<file path="src/rtl/adc_seq_pkg.sv">
package adc_seq_pkg;
  typedef enum logic [2:0] {
    ST_IDLE   = 3'd0,
    ST_SETTLE = 3'd1,
    ST_WAIT   = 3'd2,
    ST_GAP    = 3'd3,
    ST_SLEEP  = 3'd4
  } seq_state_e;
endpackage

</file>
<file path="src/rtl/adc_seq_count.sv">
module adc_seq_count #(
  parameter int W = 8
) (
  input  logic         clk,
  input  logic         clr,
  input  logic         inc,
  output logic [W-1:0] count
);
  always_ff @(posedge clk) begin
    if (clr)      count <= '0;
    else if (inc) count <= count + 1'b1;
  end
endmodule

</file>
<file path="src/rtl/adc_seq_onehot.sv">
module adc_seq_onehot #(
  parameter int N  = 4,
  parameter int IW = 2
) (
  input  logic [IW-1:0] idx,
  output logic [N-1:0]  vec
);
  for (genvar i = 0; i < N; i++) begin : g_dec
    assign vec[i] = (idx == IW'(i));
  end
endmodule

</file>
<file path="src/rtl/adc_seq_fsm.sv">
module adc_seq_fsm
  import adc_seq_pkg::*;
#(
  parameter int NUM_CH = 4,
  parameter int CNT_W  = 8
) (
  input  logic              clk,
  input  logic              rst,
  input  logic              enable,
  input  logic              low_power,
  input  logic [CNT_W-1:0]  pwrup_cycles,
  input  logic [CNT_W-1:0]  sleep_cycles,
  input  logic              adc_valid,
  output logic              adc_pd,
  output logic [NUM_CH-1:0] adc_sel
);
  localparam int IDX_W = (NUM_CH > 1) ? $clog2(NUM_CH) : 1;
  localparam logic [IDX_W-1:0] LAST_IDX = IDX_W'(NUM_CH - 1);

  seq_state_e        state;
  logic              pd_q;
  logic [NUM_CH-1:0] sel_q;
  logic [IDX_W-1:0]  idx_q, nxt_idx, dec_idx;
  logic [NUM_CH-1:0] dec_vec;
  logic [CNT_W-1:0]  cnt, sleep_last;
  logic              cnt_inc, cnt_clr, settle_hit, sleep_hit, wrap;

  always_comb begin
    wrap       = (idx_q == LAST_IDX);
    nxt_idx    = wrap ? '0 : idx_q + 1'b1;
    dec_idx    = (state == ST_GAP) ? nxt_idx : '0;
    sleep_last = (sleep_cycles == '0) ? '0 : sleep_cycles - 1'b1;
    settle_hit = (state == ST_SETTLE) && (cnt == pwrup_cycles);
    sleep_hit  = (state == ST_SLEEP) && (cnt == sleep_last);
    cnt_inc    = (state == ST_SETTLE) || (state == ST_SLEEP);
    cnt_clr    = rst || !cnt_inc || settle_hit || sleep_hit;
  end

  adc_seq_count #(.W(CNT_W)) u_cnt (
    .clk(clk), .clr(cnt_clr), .inc(cnt_inc), .count(cnt)
  );

  adc_seq_onehot #(.N(NUM_CH), .IW(IDX_W)) u_dec (
    .idx(dec_idx), .vec(dec_vec)
  );

  always_ff @(posedge clk) begin
    if (rst) begin
      state <= ST_IDLE;
      pd_q  <= 1'b1;
      sel_q <= '0;
      idx_q <= '0;
    end else begin
      case (state)
        ST_IDLE: if (enable) begin
          pd_q  <= 1'b0;
          idx_q <= '0;
          state <= ST_SETTLE;
        end
        ST_SETTLE: if (settle_hit) begin
          sel_q <= dec_vec;
          state <= ST_WAIT;
        end
        ST_WAIT: if (adc_valid) begin
          sel_q <= '0;
          state <= ST_GAP;
        end
        ST_GAP: begin
          if (wrap && !enable) begin
            pd_q  <= 1'b1;
            idx_q <= '0;
            state <= ST_IDLE;
          end else if (wrap && low_power) begin
            pd_q  <= 1'b1;
            idx_q <= '0;
            state <= ST_SLEEP;
          end else begin
            idx_q <= nxt_idx;
            sel_q <= dec_vec;
            state <= ST_WAIT;
          end
        end
        ST_SLEEP: if (sleep_hit) begin
          pd_q  <= 1'b0;
          state <= ST_SETTLE;
        end
        default: state <= ST_IDLE;
      endcase
    end
  end

  assign adc_pd  = pd_q;
  assign adc_sel = sel_q;

  // Checker-only settle timer: cycles from power-down release to first select
  logic [CNT_W:0] chk_settle;
  logic           chk_arm;
  always_ff @(posedge clk) begin
    if (rst || pd_q) begin
      chk_settle <= '0;
      chk_arm    <= 1'b1;
    end else if (|sel_q) begin
      chk_arm    <= 1'b0;
    end else if (chk_arm) begin
      chk_settle <= chk_settle + 1'b1;
    end
  end


  sel_onehot_chk: assert property (@(posedge clk) disable iff (rst) $onehot0(sel_q));

  settle_delay_chk: assert property (@(posedge clk) disable iff (rst)
    ($rose(|sel_q) && chk_arm) |-> (chk_settle == ({1'b0, pwrup_cycles} + 1'b1)));

  sel_hold_chk: assert property (@(posedge clk) disable iff (rst)
    ((|sel_q) && !adc_valid) |=> $stable(sel_q));

  sel_release_chk: assert property (@(posedge clk) disable iff (rst)
    ((|sel_q) && adc_valid) |=> (sel_q == '0));

  lp_reenter_chk: assert property (@(posedge clk) disable iff (rst)
    (low_power && $fell(sel_q[NUM_CH-1])) |=> pd_q);

  cont_power_chk: assert property (@(posedge clk) disable iff (rst)
    (!low_power && enable && !pd_q) |=> !pd_q);
  for (genvar i = 1; i < NUM_CH; i++) begin : g_order

    scan_order_chk: assert property (@(posedge clk) disable iff (rst)
      $rose(sel_q[i]) |-> $past(sel_q[i-1], 2));
  end
endmodule

</file>
<file path="src/rtl/adc_seq_capture.sv">
module adc_seq_capture #(
  parameter int NUM_CH = 4,
  parameter int DATA_W = 10
) (
  input  logic                     clk,
  input  logic                     rst,
  input  logic                     adc_pd,
  input  logic                     adc_valid,
  input  logic [NUM_CH-1:0]        adc_sel,
  input  logic [DATA_W-1:0]        adc_data,
  output logic [NUM_CH*DATA_W-1:0] scan_data,
  output logic                     scan_done
);
  logic take;
  assign take = adc_valid && !adc_pd;

  for (genvar i = 0; i < NUM_CH; i++) begin : g_slot
    logic [DATA_W-1:0] slot_q;
    always_ff @(posedge clk) begin
      if (rst)                  slot_q <= '0;
      else if (take && adc_sel[i]) slot_q <= adc_data;
    end
    assign scan_data[i*DATA_W +: DATA_W] = slot_q;
  end

  always_ff @(posedge clk) begin
    if (rst) scan_done <= 1'b0;
    else     scan_done <= take && adc_sel[NUM_CH-1];
  end


  pd_ignore_chk: assert property (@(posedge clk) disable iff (rst)
    adc_pd |=> $stable(scan_data));

  nosel_ignore_chk: assert property (@(posedge clk) disable iff (rst)
    (adc_sel == '0) |=> $stable(scan_data));

  done_pulse_chk: assert property (@(posedge clk) disable iff (rst)
    scan_done |=> !scan_done);
endmodule

</file>
<file path="src/rtl/adc_seq_top.sv">
module adc_seq_top #(
  parameter int NUM_CH = 4,
  parameter int DATA_W = 10,
  parameter int CNT_W  = 8
) (
  input  logic                     clk,
  input  logic                     rst,
  input  logic                     enable,
  input  logic                     low_power,
  input  logic [CNT_W-1:0]         pwrup_cycles,
  input  logic [CNT_W-1:0]         sleep_cycles,
  input  logic                     adc_valid,
  input  logic [DATA_W-1:0]        adc_data,
  output logic                     adc_pd,
  output logic [NUM_CH-1:0]        adc_sel,
  output logic                     scan_done,
  output logic [NUM_CH*DATA_W-1:0] scan_data
);
  adc_seq_fsm #(.NUM_CH(NUM_CH), .CNT_W(CNT_W)) u_fsm (
    .clk(clk), .rst(rst), .enable(enable), .low_power(low_power),
    .pwrup_cycles(pwrup_cycles), .sleep_cycles(sleep_cycles),
    .adc_valid(adc_valid), .adc_pd(adc_pd), .adc_sel(adc_sel)
  );

  adc_seq_capture #(.NUM_CH(NUM_CH), .DATA_W(DATA_W)) u_cap (
    .clk(clk), .rst(rst), .adc_pd(adc_pd), .adc_valid(adc_valid),
    .adc_sel(adc_sel), .adc_data(adc_data),
    .scan_data(scan_data), .scan_done(scan_done)
  );
endmodule

</file>
<file path="config.mk">
export PLATFORM = sky130hd
export DESIGN_NAME = adc_seq_top
export DESIGN_NICKNAME = d
export VERILOG_FILES = /design/src/rtl/adc_seq_pkg.sv /design/src/rtl/adc_seq_count.sv /design/src/rtl/adc_seq_onehot.sv /design/src/rtl/adc_seq_fsm.sv /design/src/rtl/adc_seq_capture.sv /design/src/rtl/adc_seq_top.sv
export SDC_FILE = /design/constraint.sdc
export NUM_CORES = 1
export LEC_CHECK = 0
export BUFFER_PORTS_ARGS = -buffer_cell sky130_fd_sc_hd__buf_2
export CAP_MARGIN = 20
export CORE_MARGIN = 2
export CORE_UTILIZATION = 47
export DETAILED_ROUTE_END_ITERATION = 16
export PLACE_DENSITY_LB_ADDON = 0.3
export REMOVE_ABC_BUFFERS = 1
export SLEW_MARGIN = 20
export SYNTH_ARGS = -nofsm -noshare
export SYNTH_HDL_FRONTEND = slang
export SYNTH_SLANG_ARGS = --single-unit
</file>
<file path="constraint.sdc">
create_clock -name clk -period 7 [get_ports clk]
set_clock_uncertainty 0.1 [all_clocks]
set_input_delay 1.4 -clock clk [delete_from_list [all_inputs] [get_ports clk]]
set_output_delay 1.4 -clock clk [all_outputs]
set_load 0.1 [all_outputs]
</file>
==> flow_summary.html <==
<table>
<tr><th>Metric</th><th>Value</th></tr>
<tr><th colspan="2">Synth</th></tr>
<tr><td>Simple-gate area share of the yosys netlist</td><td>26.08%</td></tr>
<tr><td>Cell with the most instances after synthesis</td><td>sky130_fd_sc_hd__nand2_1</td></tr>
<tr><td>Share of the synthesized area in the top cell type</td><td>42.29%</td></tr>
<tr><td>Top cells by count, synth</td><td>60 x sky130_fd_sc_hd__nand2_1, 59 x sky130_fd_sc_hd__a21oi_1, 59 x sky130_fd_sc_hd__dfxtp_1, 40 x sky130_fd_sc_hd__nand3_1, 19 x sky130_fd_sc_hd__clkbuf_1</td></tr>
<tr><td>Top cells by area, synth</td><td>sky130_fd_sc_hd__dfxtp_1 42%, sky130_fd_sc_hd__a21oi_1 11%, sky130_fd_sc_hd__nand2_1 8.1%, sky130_fd_sc_hd__nand3_1 7.2%, sky130_fd_sc_hd__xor2_1 4.4%</td></tr>
<tr><td>Post-synthesis async set-or-reset flop share</td><td>0%</td></tr>
<tr><td>Mean cell area of the mapped netlist</td><td>7.934 µm²</td></tr>
<tr><td>Synthesis warning total</td><td>0</td></tr>
<tr><td>Top flip-flop cell by instance count after synthesis</td><td>sky130_fd_sc_hd__dfxtp_1</td></tr>
<tr><td>Number of enable-type register cells in the synthesized netlist</td><td>0</td></tr>
<tr><td>Mux cell area share after synthesis</td><td>0.7168%</td></tr>
<tr><td>Unique masters post-synth</td><td>49</td></tr>
<tr><td>Main combinational cell family by area after synthesis</td><td>simple AND/OR/NAND/NOR gates</td></tr>
<tr><td>Flip-flop and latch count after synthesis</td><td>59</td></tr>
<tr><td>Synthesized area</td><td>2793 µm²</td></tr>
<tr><td>Share of the yosys chip area belonging to registers</td><td>42.29%</td></tr>
<tr><td>Synth Area in Compound Gates</td><td>18.15%</td></tr>
<tr><td>Adder and majority gate portion of the synthesized area</td><td>1.344%</td></tr>
<tr><td>Cell accounting for the most synthesized area</td><td>sky130_fd_sc_hd__dfxtp_1</td></tr>
<tr><td>Synthesized instance count</td><td>between 300 and 400</td></tr>
<tr><td>Fraction of synthesized cell area in xor and xnor cells</td><td>just under 7%</td></tr>
<tr><th colspan="2">Global route</th></tr>
<tr><td>Tot GR Track Use</td><td>22.16%</td></tr>
<tr><td>Global-route wire length before repair</td><td>roughly 11000 µm</td></tr>
<tr><td>Pin count of the biggest net entering global routing</td><td>54</td></tr>
<tr><td>Total global routing overflow</td><td>0</td></tr>
<tr><td>Initial antenna violation count</td><td>0</td></tr>
<tr><td>Number of global-route vias before repair</td><td>2416</td></tr>
<tr><th colspan="2">Power</th></tr>
<tr><td>Switching part of the total power</td><td>about 26%</td></tr>
<tr><td>Combinational group share of total power</td><td>7.7%</td></tr>
<tr><td>Power density cells</td><td>206.2 nW/µm²</td></tr>
<tr><td>Internal power consumption</td><td>0.5177 mW</td></tr>
<tr><td>Largest voltage drop on the vdd net</td><td>about 0.12 mV</td></tr>
<tr><td>Leakage dissipation</td><td>1.333 nW</td></tr>
<tr><td>P_sw</td><td>0.1794 mW</td></tr>
<tr><td>Sequential fraction of design power</td><td>48.7%</td></tr>
<tr><td>Share of total power in the clock network</td><td>43.6%</td></tr>
<tr><th colspan="2">Critical path</th></tr>
<tr><td>Type of the worst setup path</td><td>primary input to flop</td></tr>
<tr><td>Crit path max fanout</td><td>9</td></tr>
<tr><td>CP Data Arrival Time</td><td>3.46 ns</td></tr>
<tr><td>Worst-path cell chain</td><td>buf_2 -&gt; inv_1 -&gt; ha_1 -&gt; nor3b_2 -&gt; nand2_1 -&gt; a221oi_1 -&gt; o22ai_1 -&gt; o31ai_4 -&gt; o21ai_1</td></tr>
<tr><td>Crit path capture type</td><td>flop</td></tr>
<tr><td>Critical Path RT</td><td>7.09 ns</td></tr>
<tr><td>Highest cell delay on the worst timing path</td><td>about 0.48 ns</td></tr>
<tr><td>Cell with the largest stage delay on the worst path</td><td>sky130_fd_sc_hd__o31ai_4</td></tr>
<tr><td>Crit path launch type</td><td>primary input</td></tr>
<tr><th colspan="2">Placement</th></tr>
<tr><td>Port buffer count</td><td>76</td></tr>
<tr><td>Global placer's final weighted congestion</td><td>0.8295</td></tr>
<tr><td>Placement-stage cell area</td><td>~3200 µm²</td></tr>
<tr><td>Pre-CTS setup slack</td><td>3.294 ns</td></tr>
<tr><td>DP HPWL</td><td>4934 µm</td></tr>
<tr><th colspan="2">Timing</th></tr>
<tr><td>Worst slew slack as a fraction of its limit</td><td>35.20%</td></tr>
<tr><td>Achievable Freq</td><td>0.2969 GHz</td></tr>
<tr><td>Worst slew pin tran</td><td>0.9720 ns</td></tr>
<tr><td>Final count of pins violating max slew</td><td>0</td></tr>
<tr><td>Final cycle utilization of the critical path</td><td>48.11%</td></tr>
<tr><td>Unrepaired setup endpoints after global routing</td><td>false</td></tr>
<tr><td>Total count of hold-check failures in the final report</td><td>0</td></tr>
<tr><td>Minimum setup slack in the final design</td><td>3.632 ns</td></tr>
<tr><td>Crit path time final</td><td>between 3 and 4 ns</td></tr>
<tr><td>Final setup violation count</td><td>0</td></tr>
<tr><td>Sum of negative setup slack</td><td>0 ns</td></tr>
<tr><th colspan="2">Flow run</th></tr>
<tr><td>Number of maximum-capacitance constraint violations</td><td>0</td></tr>
<tr><th colspan="2">Floorplan</th></tr>
<tr><td>Effective utilization at floorplan</td><td>48.02%</td></tr>
<tr><td>Horizontal extent of the die</td><td>about 81 µm</td></tr>
<tr><td>Num ports</td><td>77</td></tr>
<tr><td>Floorplan Core Area</td><td>around 5800 µm²</td></tr>
<tr><td>Site row count</td><td>28</td></tr>
<tr><td>Die span in y</td><td>just over 80 µm</td></tr>
<tr><td>Die area</td><td>6575 µm²</td></tr>
<tr><th colspan="2">Clocking</th></tr>
<tr><td>Clock transition at the register clock pins on the worst setup and hold paths after CTS</td><td>0.07 ns</td></tr>
<tr><td>Cts repair resizes</td><td>0</td></tr>
<tr><td>Number of buffers added by the clock tree synthesis step</td><td>9</td></tr>
<tr><td>Maximum buffer depth of the clock tree</td><td>2</td></tr>
<tr><td>Clock latency reported for the late side of the worst-skew pair</td><td>about 0.34 ns</td></tr>
<tr><td>Clock tree root driver cell</td><td>sky130_fd_sc_hd__clkbuf_8</td></tr>
<tr><td>Maximum level of the CTS H-tree</td><td>3</td></tr>
<tr><td>CTS tree</td><td>done</td></tr>
<tr><td>Clock net sink count</td><td>59</td></tr>
<tr><td>Post-CTS Hold Buffers</td><td>0</td></tr>
<tr><td>Setup Fix Bufs, Post-CTS</td><td>0</td></tr>
<tr><th colspan="2">Routing</th></tr>
<tr><td>Detailed-routing iteration count for the pre-antenna-repair pass</td><td>4</td></tr>
<tr><td>Iter 0 DRT Violations</td><td>113</td></tr>
<tr><td>DRC violation count after routing</td><td>0</td></tr>
<tr><td>Via count of the routed design</td><td>approximately 2800</td></tr>
<tr><td>Via density</td><td>between 5 and 6</td></tr>
<tr><td>Number of antenna-violating nets in the routed design</td><td>0</td></tr>
<tr><td>Post-Route WL</td><td>a little over 7000 µm</td></tr>
<tr><td>Post-DR wirelength/cell</td><td>14.25 µm</td></tr>
<tr><th colspan="2">Min path</th></tr>
<tr><td>Tightest Hold Check Type</td><td>flop to flop</td></tr>
<tr><th colspan="2">Final layout</th></tr>
<tr><td>Fraction of final layout cells with drive strength greater than 1</td><td>24.17%</td></tr>
<tr><td>Number of nets in the final layout</td><td>451</td></tr>
<tr><td>Summed area of non-filler cells in the final layout</td><td>3381 µm²</td></tr>
<tr><td>Layout overhead on the synthesized area</td><td>21.06%</td></tr>
<tr><td>Number of antenna diodes</td><td>0</td></tr>
<tr><th colspan="2">Status</th></tr>
<tr><td>Outcome</td><td>finished clean</td></tr>
</table>
-- power by group through the flow --
stage / Sequential (mW) / Clock, mW / Combinational, mW
2_1_floorplan: 0.350 / 0 / 0.0237
3_3_place_gp: 0.347 / 0 / 0.0526
3_5_place_dp: 0.347 / 0 / 0.0531
4_1_cts: 0.340 / 0.308 / 0.0534
5_1_grt: 0.340 / 0.325 / 0.0589
6_report: 0.340 / 0.304 / 0.0536
-- registers in the layout, summed over array words and instances, names as in the netlist --
name                 flops
u_cap.scan_done          1
u_cap.g_slot.slot_q     40
u_fsm.idx_q              2
u_fsm.adc_pd             1
u_fsm.u_cnt.count        8
u_fsm.state              3
u_fsm.adc_sel            4
-- final timing paths --
kind | start | endpoint | slack (ns) | depth (start not counted)
max | sleep_cycles[0] | u_fsm.state[2] | 3.63 | 9
min | u_cap.g_slot[2].slot_q[7] | u_cap.g_slot[2].slot_q[7] | 0.35 | 2
max reg2reg | u_fsm.u_cnt.count[3] | u_fsm.adc_sel[2] | 4.74 | 6
min reg2reg | u_cap.g_slot[2].slot_q[7] | u_cap.g_slot[2].slot_q[7] | 0.35 | 2
-- cell families after synthesis --
group | after synthesis
AND/OR/NAND/NOR | 148
AO/OA/AOI/OAI | 85
flip-flops | 59
buffers and inverters | 33
XOR/XNOR | 22
adder cells (fa/ha/maj) | 3
multiplexers | 2
-- stage by stage --
stage          instances  hold slack, ns  total power [mW]  util, %
3_3_place_gp         481          0.3379            0.3999    54.82
6_report             497          0.3523            0.6971    58.13
5_1_grt              497          0.3755            0.7238    58.13
2_1_floorplan        329          0.3340            0.3742        -
4_1_cts              497          0.3532            0.7012    58.13
3_5_place_dp         481          0.3440            0.4004    54.82
-- cell type report --
cell class	instances	area (µm²)
tap	75	93.84
clock inverter	7	68.82
clock buffer	9	123.9
multi-input combinational	260	1488
sequential	59	1181
inverter	10	37.54
timing repair buffer	77	387.9
fill	535	2435
-- routing by layer --
layer | up-vias | GRT usage (%) | wire [µm]
li1 | 1365 | - | -
met1 | 1287 | 27.30 | 3174
met2 | 98 | 37.11 | 3401
met3 | 10 | 5.778 | 405
met4 | 0 | 8.305 | 102
met5 | - | 0 | 0
-- cells in the final DEF, fill, tap and decap left out, types with 8 or more instances in the layout --
cell and n:
sky130_fd_sc_hd__inv_1 9, sky130_fd_sc_hd__clkbuf_8 9, sky130_fd_sc_hd__xnor2_1 8, sky130_fd_sc_hd__xor2_1 14, sky130_fd_sc_hd__nand2_1 60, sky130_fd_sc_hd__nand3_1 40, sky130_fd_sc_hd__a21oi_1 59, sky130_fd_sc_hd__buf_2 76
sky130_fd_sc_hd__nor2_1 13, sky130_fd_sc_hd__dfxtp_1 59
-- critical path, delay by kind of cell --
family | cells | cell delay (ns)
AO/OA/AOI/OAI | 4 | 1.13
AND/OR/NAND/NOR | 2 | 0.48
adder cells (fa/ha/maj) | 1 | 0.24
buffers and inverters | 2 | 0.20
Power figures use the tool's default switching activity.
